File: config.mk
export PLATFORM = sky130hd
export DESIGN_NAME = gpio_pinmux_port
export DESIGN_NICKNAME = d
export VERILOG_FILES = /design/src/rtl/gpio_mux_pkg.sv /design/src/rtl/gpio_in_sync.sv /design/src/rtl/gpio_port_regs.sv /design/src/rtl/gpio_pin_owner.sv /design/src/rtl/gpio_pinmux_port.sv
export SDC_FILE = /design/constraint.sdc
export NUM_CORES = 1
export LEC_CHECK = 0
export ABC_AREA = 1
export CAP_MARGIN = 20
export CELL_PAD_IN_SITES_DETAIL_PLACEMENT = 1
export CELL_PAD_IN_SITES_GLOBAL_PLACEMENT = 1
export CORE_ASPECT_RATIO = 1.5
export CORE_UTILIZATION = 28
export CTS_CLUSTER_DIAMETER = 30
export CTS_CLUSTER_SIZE = 30
export DETAILED_ROUTE_END_ITERATION = 8
export PLACE_DENSITY_LB_ADDON = 0.05
export SETUP_SLACK_MARGIN = 0.3
export SKIP_CTS_REPAIR_TIMING = 1
export SLEW_MARGIN = 20
export SYNTH_ARGS = -nofsm -noshare
export SYNTH_HDL_FRONTEND = slang
export SYNTH_HIERARCHICAL = 1
export SYNTH_SLANG_ARGS = --single-unit
File: constraint.sdc
create_clock -name clk -period 0.8 [get_ports clk]
set_input_delay 0.08 -clock clk [delete_from_list [all_inputs] [get_ports clk]]
set_output_delay 0.08 -clock clk [all_outputs]
set_load 0.02 [all_outputs]
File: src/rtl/gpio_mux_pkg.sv
package gpio_mux_pkg;

    // Pin positions that the ownership decode depends on.
    localparam int PIN_SEL   = 0;
    localparam int PIN_SDI   = 1;
    localparam int PIN_SDO   = 2;
    localparam int PIN_SCLK  = 3;
    localparam int PIN_CAP0  = 4;
    localparam int SPI_PINS  = 4;

    // Register addresses.
    localparam int REG_DATA  = 0;
    localparam int REG_DIR   = 1;

endpackage

File: src/rtl/gpio_in_sync.sv
module gpio_in_sync #(
    parameter int WIDTH = 7
) (
    input  logic             clk,
    input  logic             rst_n,
    input  logic [WIDTH-1:0] din,
    output logic [WIDTH-1:0] dout
);

    typedef struct packed {
        logic [WIDTH-1:0] stage1;
        logic [WIDTH-1:0] stage2;
    } sync_t;

    sync_t sync_d, sync_q;

    always_comb begin
        sync_d        = sync_q;
        sync_d.stage1 = din;
        sync_d.stage2 = sync_q.stage1;
    end

    always_ff @(posedge clk or negedge rst_n) begin
        if (!rst_n) begin
            sync_q <= '0;
        end else begin
            sync_q <= sync_d;
        end
    end

    assign dout = sync_q.stage2;

    // Edges seen since reset, saturating; lets the delay check start cleanly.
    logic [1:0] seen_q;
    always_ff @(posedge clk or negedge rst_n) begin
        if (!rst_n) begin
            seen_q <= '0;
        end else if (seen_q != 2'd3) begin
            seen_q <= seen_q + 2'd1;
        end
    end

    // the output lags the input by exactly two edges.
    a_r10_two_edge_delay: assert property (@(posedge clk) disable iff (!rst_n)
        (seen_q >= 2'd2) |-> (dout == $past(din, 2)));

endmodule

File: src/rtl/gpio_port_regs.sv
module gpio_port_regs
    import gpio_mux_pkg::*;
#(
    parameter int NUM_PINS = 7,
    parameter int DATA_W   = 8,
    parameter int ADDR_W   = 2
) (
    input  logic                clk,
    input  logic                rst_n,
    input  logic                bus_wr,
    input  logic [ADDR_W-1:0]   bus_addr,
    input  logic [DATA_W-1:0]   bus_wdata,
    input  logic [NUM_PINS-1:0] pin_sync,
    output logic [NUM_PINS-1:0] latch_q,
    output logic [NUM_PINS-1:0] dir_q,
    output logic [DATA_W-1:0]   bus_rdata
);

    localparam logic [ADDR_W-1:0] A_DATA = ADDR_W'(REG_DATA);
    localparam logic [ADDR_W-1:0] A_DIR  = ADDR_W'(REG_DIR);

    typedef struct packed {
        logic [NUM_PINS-1:0] latch;
        logic [NUM_PINS-1:0] dir;
    } regs_t;

    regs_t regs_d, regs_q;

    logic wr_data, wr_dir;
    assign wr_data = bus_wr && (bus_addr == A_DATA);
    assign wr_dir  = bus_wr && (bus_addr == A_DIR);

    always_comb begin
        regs_d = regs_q;
        if (wr_data) begin
            regs_d.latch = bus_wdata[NUM_PINS-1:0];
        end
        if (wr_dir) begin
            regs_d.dir = bus_wdata[NUM_PINS-1:0];
        end
    end

    always_ff @(posedge clk or negedge rst_n) begin
        if (!rst_n) begin
            regs_q <= '0;
        end else begin
            regs_q <= regs_d;
        end
    end

    assign latch_q = regs_q.latch;
    assign dir_q   = regs_q.dir;

    // Read view: driven pins echo the latch, input pins echo the pad.
    logic [NUM_PINS-1:0] port_view;
    always_comb begin
        for (int i = 0; i < NUM_PINS; i++) begin
            port_view[i] = regs_q.dir[i] ? regs_q.latch[i] : pin_sync[i];
        end
    end

    always_comb begin
        bus_rdata = '0;
        if (bus_addr == A_DATA) begin
            bus_rdata = DATA_W'(port_view);
        end else if (bus_addr == A_DIR) begin
            bus_rdata = DATA_W'(regs_q.dir);
        end
    end

    // registers move only on a matching write.
    a_r9_latch_hold: assert property (@(posedge clk) disable iff (!rst_n)
        !wr_data |=> $stable(latch_q));
    a_r9_dir_hold: assert property (@(posedge clk) disable iff (!rst_n)
        !wr_dir |=> $stable(dir_q));
    // a data write lands whatever the direction bits are.
    a_r5_latch_load: assert property (@(posedge clk) disable iff (!rst_n)
        wr_data |=> (latch_q == $past(bus_wdata[NUM_PINS-1:0])));

    // unimplemented upper read bits stay zero.
    generate
        if (DATA_W > NUM_PINS) begin : g_upper
            always_comb begin
                a_r2_upper_zero: assert (bus_rdata[DATA_W-1:NUM_PINS] == '0);
            end
        end
    endgenerate

endmodule

File: src/rtl/gpio_pin_owner.sv
module gpio_pin_owner
    import gpio_mux_pkg::*;
#(
    parameter int NUM_PINS = 7,
    parameter int TMR_CH   = 2
) (
    input  logic                clk,
    input  logic                rst_n,
    input  logic                spi_en,
    input  logic                spi_master,
    input  logic [2*TMR_CH-1:0] tmr_mode,
    output logic [NUM_PINS-1:0] periph_own
);

    genvar gi;
    generate
        for (gi = 0; gi < NUM_PINS; gi++) begin : g_pin
            if (gi == PIN_SEL) begin : g_sel
                assign periph_own[gi] = spi_en && !spi_master;
            end else if (gi < SPI_PINS) begin : g_spi
                assign periph_own[gi] = spi_en;
            end else if (gi < PIN_CAP0 + TMR_CH) begin : g_tmr
                assign periph_own[gi] = |tmr_mode[2*(gi-PIN_CAP0) +: 2];
            end else begin : g_gpio
                assign periph_own[gi] = 1'b0;
            end
        end
    endgenerate

    // master mode always returns the select pin to the port.
    a_r7_master_frees_sel: assert property (@(posedge clk) disable iff (!rst_n)
        spi_master |-> !periph_own[PIN_SEL]);
    // with the SPI disabled no SPI pin is claimed.
    a_r6_spi_off_frees: assert property (@(posedge clk) disable iff (!rst_n)
        !spi_en |-> (periph_own[SPI_PINS-1:0] == '0));

endmodule

File: src/rtl/gpio_pinmux_port.sv
module gpio_pinmux_port
    import gpio_mux_pkg::*;
#(
    parameter int NUM_PINS = 7,
    parameter int DATA_W   = 8,
    parameter int ADDR_W   = 2,
    parameter int TMR_CH   = 2
) (
    input  logic                clk,
    input  logic                rst_n,
    input  logic                bus_wr,
    input  logic [ADDR_W-1:0]   bus_addr,
    input  logic [DATA_W-1:0]   bus_wdata,
    output logic [DATA_W-1:0]   bus_rdata,
    input  logic                spi_en,
    input  logic                spi_master,
    input  logic [SPI_PINS-1:0] spi_out,
    input  logic [SPI_PINS-1:0] spi_oe,
    output logic [SPI_PINS-1:0] spi_in,
    input  logic [2*TMR_CH-1:0] tmr_mode,
    input  logic [TMR_CH-1:0]   tmr_out,
    input  logic [TMR_CH-1:0]   tmr_oe,
    output logic [TMR_CH-1:0]   tmr_in,
    input  logic [NUM_PINS-1:0] pad_in,
    output logic [NUM_PINS-1:0] pad_out,
    output logic [NUM_PINS-1:0] pad_oe
);

    localparam int PERIPH_PINS = PIN_CAP0 + TMR_CH;
    localparam int SPARE_PINS  = NUM_PINS - PERIPH_PINS;

    logic [NUM_PINS-1:0] pin_sync;
    logic [NUM_PINS-1:0] latch_q, dir_q;
    logic [NUM_PINS-1:0] periph_own;
    logic [NUM_PINS-1:0] periph_out, periph_oe;

    gpio_in_sync #(.WIDTH(NUM_PINS)) i_sync (
        .clk  (clk),
        .rst_n(rst_n),
        .din  (pad_in),
        .dout (pin_sync)
    );

    gpio_port_regs #(
        .NUM_PINS(NUM_PINS),
        .DATA_W  (DATA_W),
        .ADDR_W  (ADDR_W)
    ) i_regs (
        .clk      (clk),
        .rst_n    (rst_n),
        .bus_wr   (bus_wr),
        .bus_addr (bus_addr),
        .bus_wdata(bus_wdata),
        .pin_sync (pin_sync),
        .latch_q  (latch_q),
        .dir_q    (dir_q),
        .bus_rdata(bus_rdata)
    );

    gpio_pin_owner #(
        .NUM_PINS(NUM_PINS),
        .TMR_CH  (TMR_CH)
    ) i_owner (
        .clk       (clk),
        .rst_n     (rst_n),
        .spi_en    (spi_en),
        .spi_master(spi_master),
        .tmr_mode  (tmr_mode),
        .periph_own(periph_own)
    );

    // Peripheral drive gathered onto pin positions.
    generate
        if (SPARE_PINS > 0) begin : g_spare
            assign periph_out = {{SPARE_PINS{1'b0}}, tmr_out, spi_out};
            assign periph_oe  = {{SPARE_PINS{1'b0}}, tmr_oe,  spi_oe};
        end else begin : g_full
            assign periph_out = {tmr_out, spi_out};
            assign periph_oe  = {tmr_oe,  spi_oe};
        end
    endgenerate

    genvar gi;
    generate
        for (gi = 0; gi < NUM_PINS; gi++) begin : g_mux
            always_comb begin
                if (periph_own[gi]) begin
                    pad_out[gi] = periph_out[gi];
                    pad_oe[gi]  = periph_oe[gi];
                end else begin
                    pad_out[gi] = latch_q[gi];
                    pad_oe[gi]  = dir_q[gi];
                end
            end
        end
    endgenerate

    assign spi_in = pin_sync[SPI_PINS-1:0];
    assign tmr_in = pin_sync[PERIPH_PINS-1:PIN_CAP0];

    // an enabled SPI drives its three fixed pins.
    a_r6_spi_drives: assert property (@(posedge clk) disable iff (!rst_n)
        spi_en |-> (pad_oe[PIN_SCLK:PIN_SDI] == spi_oe[PIN_SCLK:PIN_SDI]
                    && pad_out[PIN_SCLK:PIN_SDI] == spi_out[PIN_SCLK:PIN_SDI]));
    // in master mode the select pin follows the registers.
    a_r7_sel_gpio: assert property (@(posedge clk) disable iff (!rst_n)
        spi_master |-> (pad_oe[PIN_SEL] == dir_q[PIN_SEL]
                        && pad_out[PIN_SEL] == latch_q[PIN_SEL]));
    // an idle timer channel leaves its pin to the port.
    a_r8_tmr_idle: assert property (@(posedge clk) disable iff (!rst_n)
        (tmr_mode[1:0] == 2'b00) |-> (pad_oe[PIN_CAP0] == dir_q[PIN_CAP0]));
    // the spare top pin is always a port pin.
    a_r3_spare_pin: assert property (@(posedge clk) disable iff (!rst_n)
        pad_oe[NUM_PINS-1] == dir_q[NUM_PINS-1]);

endmodule

==> impl_results.md, run 1 <==
* Seq. cell area at 714 sq um
* Worst EP required at 0.72 ns
* # port buffers at 63
* Adder-Cell Fraction of Synth Area at 0%
* Post-detail-place hpwl at 3.21 mm
* Synth area leader: dfrtp_1
* Pwr dens at 1520 nW/um^2
* Count leader, synth: nand2_1
* Area grow syn2layout at 92.1%
* Dpl ws at -0.967 ns
* Worst VDD drop at 1.02 mV
* Share of flip-flops with an asynchronous set or reset at 100%
* R2R cell count at 4
* Die footprint at 5480 sq um
* Vias per std cell at 4.38
* Vias at 1569
* Distinct cells, synth at 15
* Clk root buf: clkbuf_8
* GR Util All Layers at 15.9%
* GPL Wtd Cong at 0.757
* Placed inst area at 2470 sq um
* Worst skew pair latency at 0.29 ns
* Final setup margin at -0.387 ns
* Area of the multi-input gates at 768 sq um
* Top_reg_cell synth: dfrtp_1
* Via count of the first global-routing pass at 1588
* Chip width at 60.8 um
* Synth Area in Simple Gates at 36.8%
* Synth top area cells: dfrtp_1 (48%), nand2_1 (24%), inv_1 (9.1%)
* CP endpoint: bus_rdata[2]
* Crit Path Max Fanout at 5
* Largest family of logic cells by synthesized area: simple AND/OR/NAND/NOR gates
* Power after layout at 4.25 mW
* # H-tree levels at 1
* Routed Antenna Nets at 0
* GR Layer Usage met1 at 18.5%
* R2r endpoint: i_regs/dir_q[1]$_DFFE_PN0P_
* Syn. warnings at 6
* Synth Net Count at 235
* Number of synthesized flops with an enable pin at 0
* Wirelength per Cell at 12.5 um
* Fraction of layout cells with a size suffix above 1 at 52.1%
* Register area share after synthesis at 48.3%
* FF-to-FF Start: i_regs/dir_q[1]$_DFFE_PN0P_
* Fin crit period at 1.19 ns
* Leakage at 1.44 nW
* FMAX at 843 MHz
* Residual DRC count at 0
* CTS clk-pin slew, worst paths at 0.10 ns
* Iteration-0 DRC Markers at 15
* Largest net degree at the start of global routing at 29
* CTS max path bufs at 2
* WP data arrival at 1.11 ns
* FILL cells at 587
* Final Skew at 0.000402 ns
* Finished Cell Area at 2790 sq um
* # nets final at 332
* Clock sinks at 28
* CTS tree: done
* Top-level port count at 66
* First-pass GRT wire length at 6.70 mm
* Post-Syn Instances at 197
* Unrepaired setup endpoints after global routing: yes
* Hold WC Path Type: in -> async
* WS Path Type: reg -> out
* Final setup fails at 31
* Synth Area in Compound Gates at 0%
* Period utilisation layout at 148%
* Final WL at 4.46 mm
* Critical path startpoint: i_regs/dir_q[2]$_DFFE_PN0P_
* Synth top cells by count: nand2_1 (94), inv_1 (35), dfrtp_1 (28)
* Rows at 31
* Congestion Overflow GR at 0
* Status: complete, but fails checks
* CORE AREA at 4890 sq um
* Starting density of the core at 29.7%
* Failing checks: setup timing
* Mapped Area at 1450 sq um
* Max Slew Vio Count at 0
* CTS Buf Count at 3
* Startpoint types: flip-flop
* Die Y at 90.1 um
* R2r setup slk at -0.09 ns
* Met3 usage at 2.45%
* Initial antenna violation count at 0
* MaxCap Viol Count at 0
* Final core occ at 57.0%
* Final hold violation count at 0
* Drt first pass iters at 3
* Syn avg cell area at 7.36 sq um
* Fin Hold WS at 0.143 ns
* GRT Max-Usage Layer: met2
* Post-synthesis mux area share at 0%
* XOR/XNOR Fraction of Synth Area at 0%
* Synth top area share at 48.3%
* Diode count at 0
* M2 GR Usage at 29.1%
* Yosys reg bits at 28
* Critical path capture point type: output port
-- critical path, cell delays in order, from the launching register on --
cell and delay (ns):
dfrtp_2 0.45, inv_1 0.06, nand2_1 0.07, nand3_2 0.06
nand2_2 0.05, buf_6 0.13
-- cells by family (layout without fill, tap and decap cells) --
family | Yosys count | in the layout
buffers and inverters | 45 | 140
other | 2 | 2
DFF | 28 | 28
and+or+nand+nor | 122 | 122
-- worst min path at each step --
stage	endpoint	from	slack (ns)	depth (start not counted)
finish	i_sync/sync_d[5]$_DFF_PN0_	rst_n	0.14	2
detailed placement	i_sync/dout[6]$_DFF_PN0_	i_sync/sync_d[6]$_DFF_PN0_	0.34	0
global placement	i_sync/dout[5]$_DFF_PN0_	i_sync/sync_d[5]$_DFF_PN0_	0.33	0
CTS	i_sync/sync_d[5]$_DFF_PN0_	rst_n	0.16	2
global route	i_sync/dout[5]$_DFF_PN0_	rst_n	0.16	2
floorplan	i_regs/dir_q[0]$_DFFE_PN0P_	rst_n	-0.22	0
-- routing by layer --
metal | wire length, um | vias to the layer above
li1 | - | 764
met1 | 1720 | 756
met2 | 2510 | 42
met3 | 157 | 7
met4 | 72 | 0
met5 | 0 | -
-- final cells by class --
| type | count | share of cell area, % |
|---|---|---|
| multi-input combinational | 124 | 27.6 |
| tap | 66 | 2.96 |
| sequential | 28 | 25.6 |
| clock buffer | 3 | 1.48 |
| inverter | 36 | 4.94 |
| timing repair buffer | 101 | 37.4 |
-- sequential cells by signal (all words and copies together), names as in the netlist --
register and count:
i_regs/latch_q 7, i_sync/sync_d 7, i_regs/dir_q 7, i_sync/dout 7
-- report_power, final --
part,switching (mW),internal [mW],leakage (nW)
Combinational,0.800,0.924,1.10
Sequential,0.145,1.57,0.326
Clock,0.463,0.340,0.0216
-- through the flow --
stage                     TNS, ns  std cells
after floorplan                 0        197
after global placement     -24.38        350
after detailed placement   -25.23        350
after CTS                  -24.09        353
after global routing        -9.01        358
final                       -7.53        358
-- cell usage in the layout (no fill, tap or decap), types with 3 or more instances in the layout --
| cell type | n |
|---|---|
| nand2_1 | 51 |
| buf_6 | 45 |
| nand2_2 | 36 |
| clkdlybuf4s50_1 | 31 |
| inv_1 | 28 |
| buf_4 | 19 |
| dfrtp_1 | 17 |
| nand3_2 | 14 |
| dfrtp_2 | 11 |
| inv_2 | 7 |
| nand2_4 | 7 |
| nand4_1 | 7 |
| nor2_4 | 5 |
| clkbuf_8 | 3 |
| dlymetal6s2s_1 | 3 |
Note: power is estimated with default switching activity, not from simulation.
==> inputs of run 2 (changes only) <==
Settings changed: HOLD_SLACK_MARGIN from default to 0.06.
==> results of run 2 <==
No change in the layout: final DEF, timing and power equal those of run 1.
==> inputs of run 3 (changes only) <==
Settings changed: CORE_UTILIZATION 28 to 29, CTS_BUF_LIST from default to sky130_fd_sc_hd__clkbuf_8, SYNTH_HIERARCHICAL 1 to default.
==> run 3 against run 2 <==
Compared with the run above: the run still ends with setup timing left; core utilization rose by 2.7 points; sequential cell count did not move; area after synthesis fell by 3.5%; global-route usage rose by 0.50 points; combinational power barely moved; critical endpoint is now bus_rdata[6]; largest cell class unchanged.
==> impl_results.md, run 3 <==
* Status: complete, but fails checks
* Failing checks: setup timing
* Synth area leader: dfrtp_1
* Final Skew at 0.000644 ns
* First-pass GRT wire length at 6.42 mm
* # H-tree levels at 1
* Largest stage delay on the critical path at 0.43 ns
* Top_reg_cell synth: dfrtp_1
* Critical path, cell by cell: buf_6, inv_2, nand2_2, nand3_2, nand2_2, buf_6
* Area grow syn2layout at 95.4%
* FMAX at 800 MHz
* Period utilisation layout at 156%
* # nets final at 310
* GRT Max-Usage Layer: met2
* Largest net degree at the start of global routing at 29
* MaxCap Viol Count at 0
* Worst EP required at 0.72 ns
* Met3 usage at 1.93%
* Most common cell after layout, fill and taps aside: nand2_1
* GR Util All Layers at 16.4%
* Post-Syn Instances at 181
* Number of synthesized flops with an enable pin at 0
* Hold WC Path Type: in -> async
* # port buffers at 63
* Vias at 1478
* Rows at 30
* Clock sinks at 28
* Synth top area share at 50.1%
* Starting density of the core at 30.5%
* Power share of the clock group at 24.9%
* Most frequent cells in the layout: nand2_1 (47), buf_6 (42), clkdlybuf4s50_1 (30)
* Syn avg cell area at 7.73 sq um
* CTS clk-pin slew, worst paths at 0.10 ns
* Final WL at 4.62 mm
* CTS tree: done
* Leakage at 1.40 nW
* Wirelength per Cell at 13.8 um
* Final setup fails at 28
* Vias per std cell at 4.41
* Worst VDD drop at 1.04 mV
* Synth Net Count at 219
* Mapped Area at 1400 sq um
* Share of flip-flops with an asynchronous set or reset at 100%
* Die Y at 87.1 um
* Fraction of layout cells with a size suffix above 1 at 45.0%
* Register area share after synthesis at 50.1%
* Pwr dens at 1670 nW/um^2
* CORE AREA at 4580 sq um
* Syn. warnings at 0
* GR Layer Usage met1 at 16.9%
* Final hold violation count at 0
* CTS Buf Count at 3
* Power after layout at 4.57 mW
* Chip width at 58.7 um
* Final core occ at 59.7%
* Yosys reg bits at 28
* Combinational fraction of design power at 38.2%
* Crit Path Max Fanout at 3
* CTS max path bufs at 2
* Max Slew Vio Count at 0
* Synth top area cells: dfrtp_1 (50%), nand2_1 (20%), inv_1 (6.2%)
* Seq pwr share at 37.0%
* Critical-path top delay cell: dfrtp_1
* Placed inst area at 2320 sq um
* Clk root buf: clkbuf_8
* Distinct cells, synth at 15
* Final setup margin at -0.450 ns
* WP buf/inv at 3
* Drt first pass iters at 4
* Residual DRC count at 0
* Synth top cells by count: nand2_1 (76), dfrtp_1 (28), inv_1 (23)
* Diode count at 0
* WP data arrival at 1.17 ns
* WS Path Type: reg -> out
* Congestion Overflow GR at 0
* CP delay by family, top: flip-flops
* Routed Antenna Nets at 0
* Worst skew pair latency at 0.28 ns
* Die footprint at 5110 sq um
* Critical path capture point type: output port
* Pint at 3.17 mW
* Finished Cell Area at 2730 sq um
* Sw power at 1.40 mW
* Net Sw Frac at 30.7%
* Via count of the first global-routing pass at 1470
* Post-detail-place hpwl at 3.22 mm
* M2 GR Usage at 32.9%
* Fin crit period at 1.25 ns
* GPL Wtd Cong at 0.733
* Startpoint types: flip-flop
* Count leader, synth: nand2_1
* Initial antenna violation count at 0
* Iteration-0 DRC Markers at 27
* Top-level port count at 66
* Unrepaired setup endpoints after global routing: yes
[run 3: cell type report]
type | count | area [sq um]
clock buffers | 3 | 41.3
well taps | 64 | 80.1
repair buffers | 100 | 1090
fillers | 542 | 1850
flip-flops and latches | 28 | 701
clock inverters | 1 | 30.0
inverters | 24 | 95.1
multi-input cells | 115 | 693
[run 3: worst paths after layout]
path | start | to | slack, ns | cells past startpoint
max | i_regs.dir_q[6]$_DFFE_PN0P_ | bus_rdata[6] | -0.45 | 6
min reg2reg | i_sync.sync_d[4]$_DFF_PN0_ | i_sync.dout[4]$_DFF_PN0_ | 0.36 | 0
min | rst_n | i_sync.sync_d[5]$_DFF_PN0_ | 0.15 | 2
max in group asynchronous | rst_n | i_regs.dir_q[3]$_DFFE_PN0P_ | 0.50 | 2
min in group clk | pad_in[1] | i_sync.sync_d[1]$_DFF_PN0_ | 0.23 | 1
max reg2reg | i_regs.latch_q[4]$_DFFE_PN0P_ | i_regs.latch_q[4]$_DFFE_PN0P_ | -0.03 | 4
[run 3: cell families after synthesis]
group	Yosys count	share of synthesized area, %
simple gates	104	32.1
buf+inv	38	14.0
flops	28	50.1
compound gates	10	3.58
other cells	1	0.268
[run 3: metal layers]
metal | up-vias | part of all wire, % | routed length, um
met5 | - | 0 | 0
met4 | 0 | 1.3 | 58
met3 | 5 | 3.8 | 176
met2 | 42 | 57 | 2620
met1 | 705 | 38 | 1770
li1 | 726 | - | -
[run 3: metrics by stage]
step | instances | TNS, ns | hold slack (ns) | setup WS, ns
finish | 335 | -7.89 | 0.145 | -0.450
detailed placement | 320 | -27.56 | 0.337 | -1.04
CTS | 324 | -26.28 | 0.154 | -1.04
global placement | 320 | -26.67 | 0.331 | -1.00
floorplan | 181 | 0 | -0.216 | 0.0544
global route | 335 | -9.10 | 0.169 | -0.480
[run 3: power by group through the flow]
stage | Clock, mW | Sequential [mW] | Combinational [mW]
4_1_cts | 1.15 | 1.68 | 1.42
3_5_place_dp | 0 | 1.71 | 1.42
6_report | 1.14 | 1.69 | 1.75
2_1_floorplan | 0 | 1.69 | 0.688
3_3_place_gp | 0 | 1.70 | 1.37
5_1_grt | 1.19 | 1.71 | 1.87
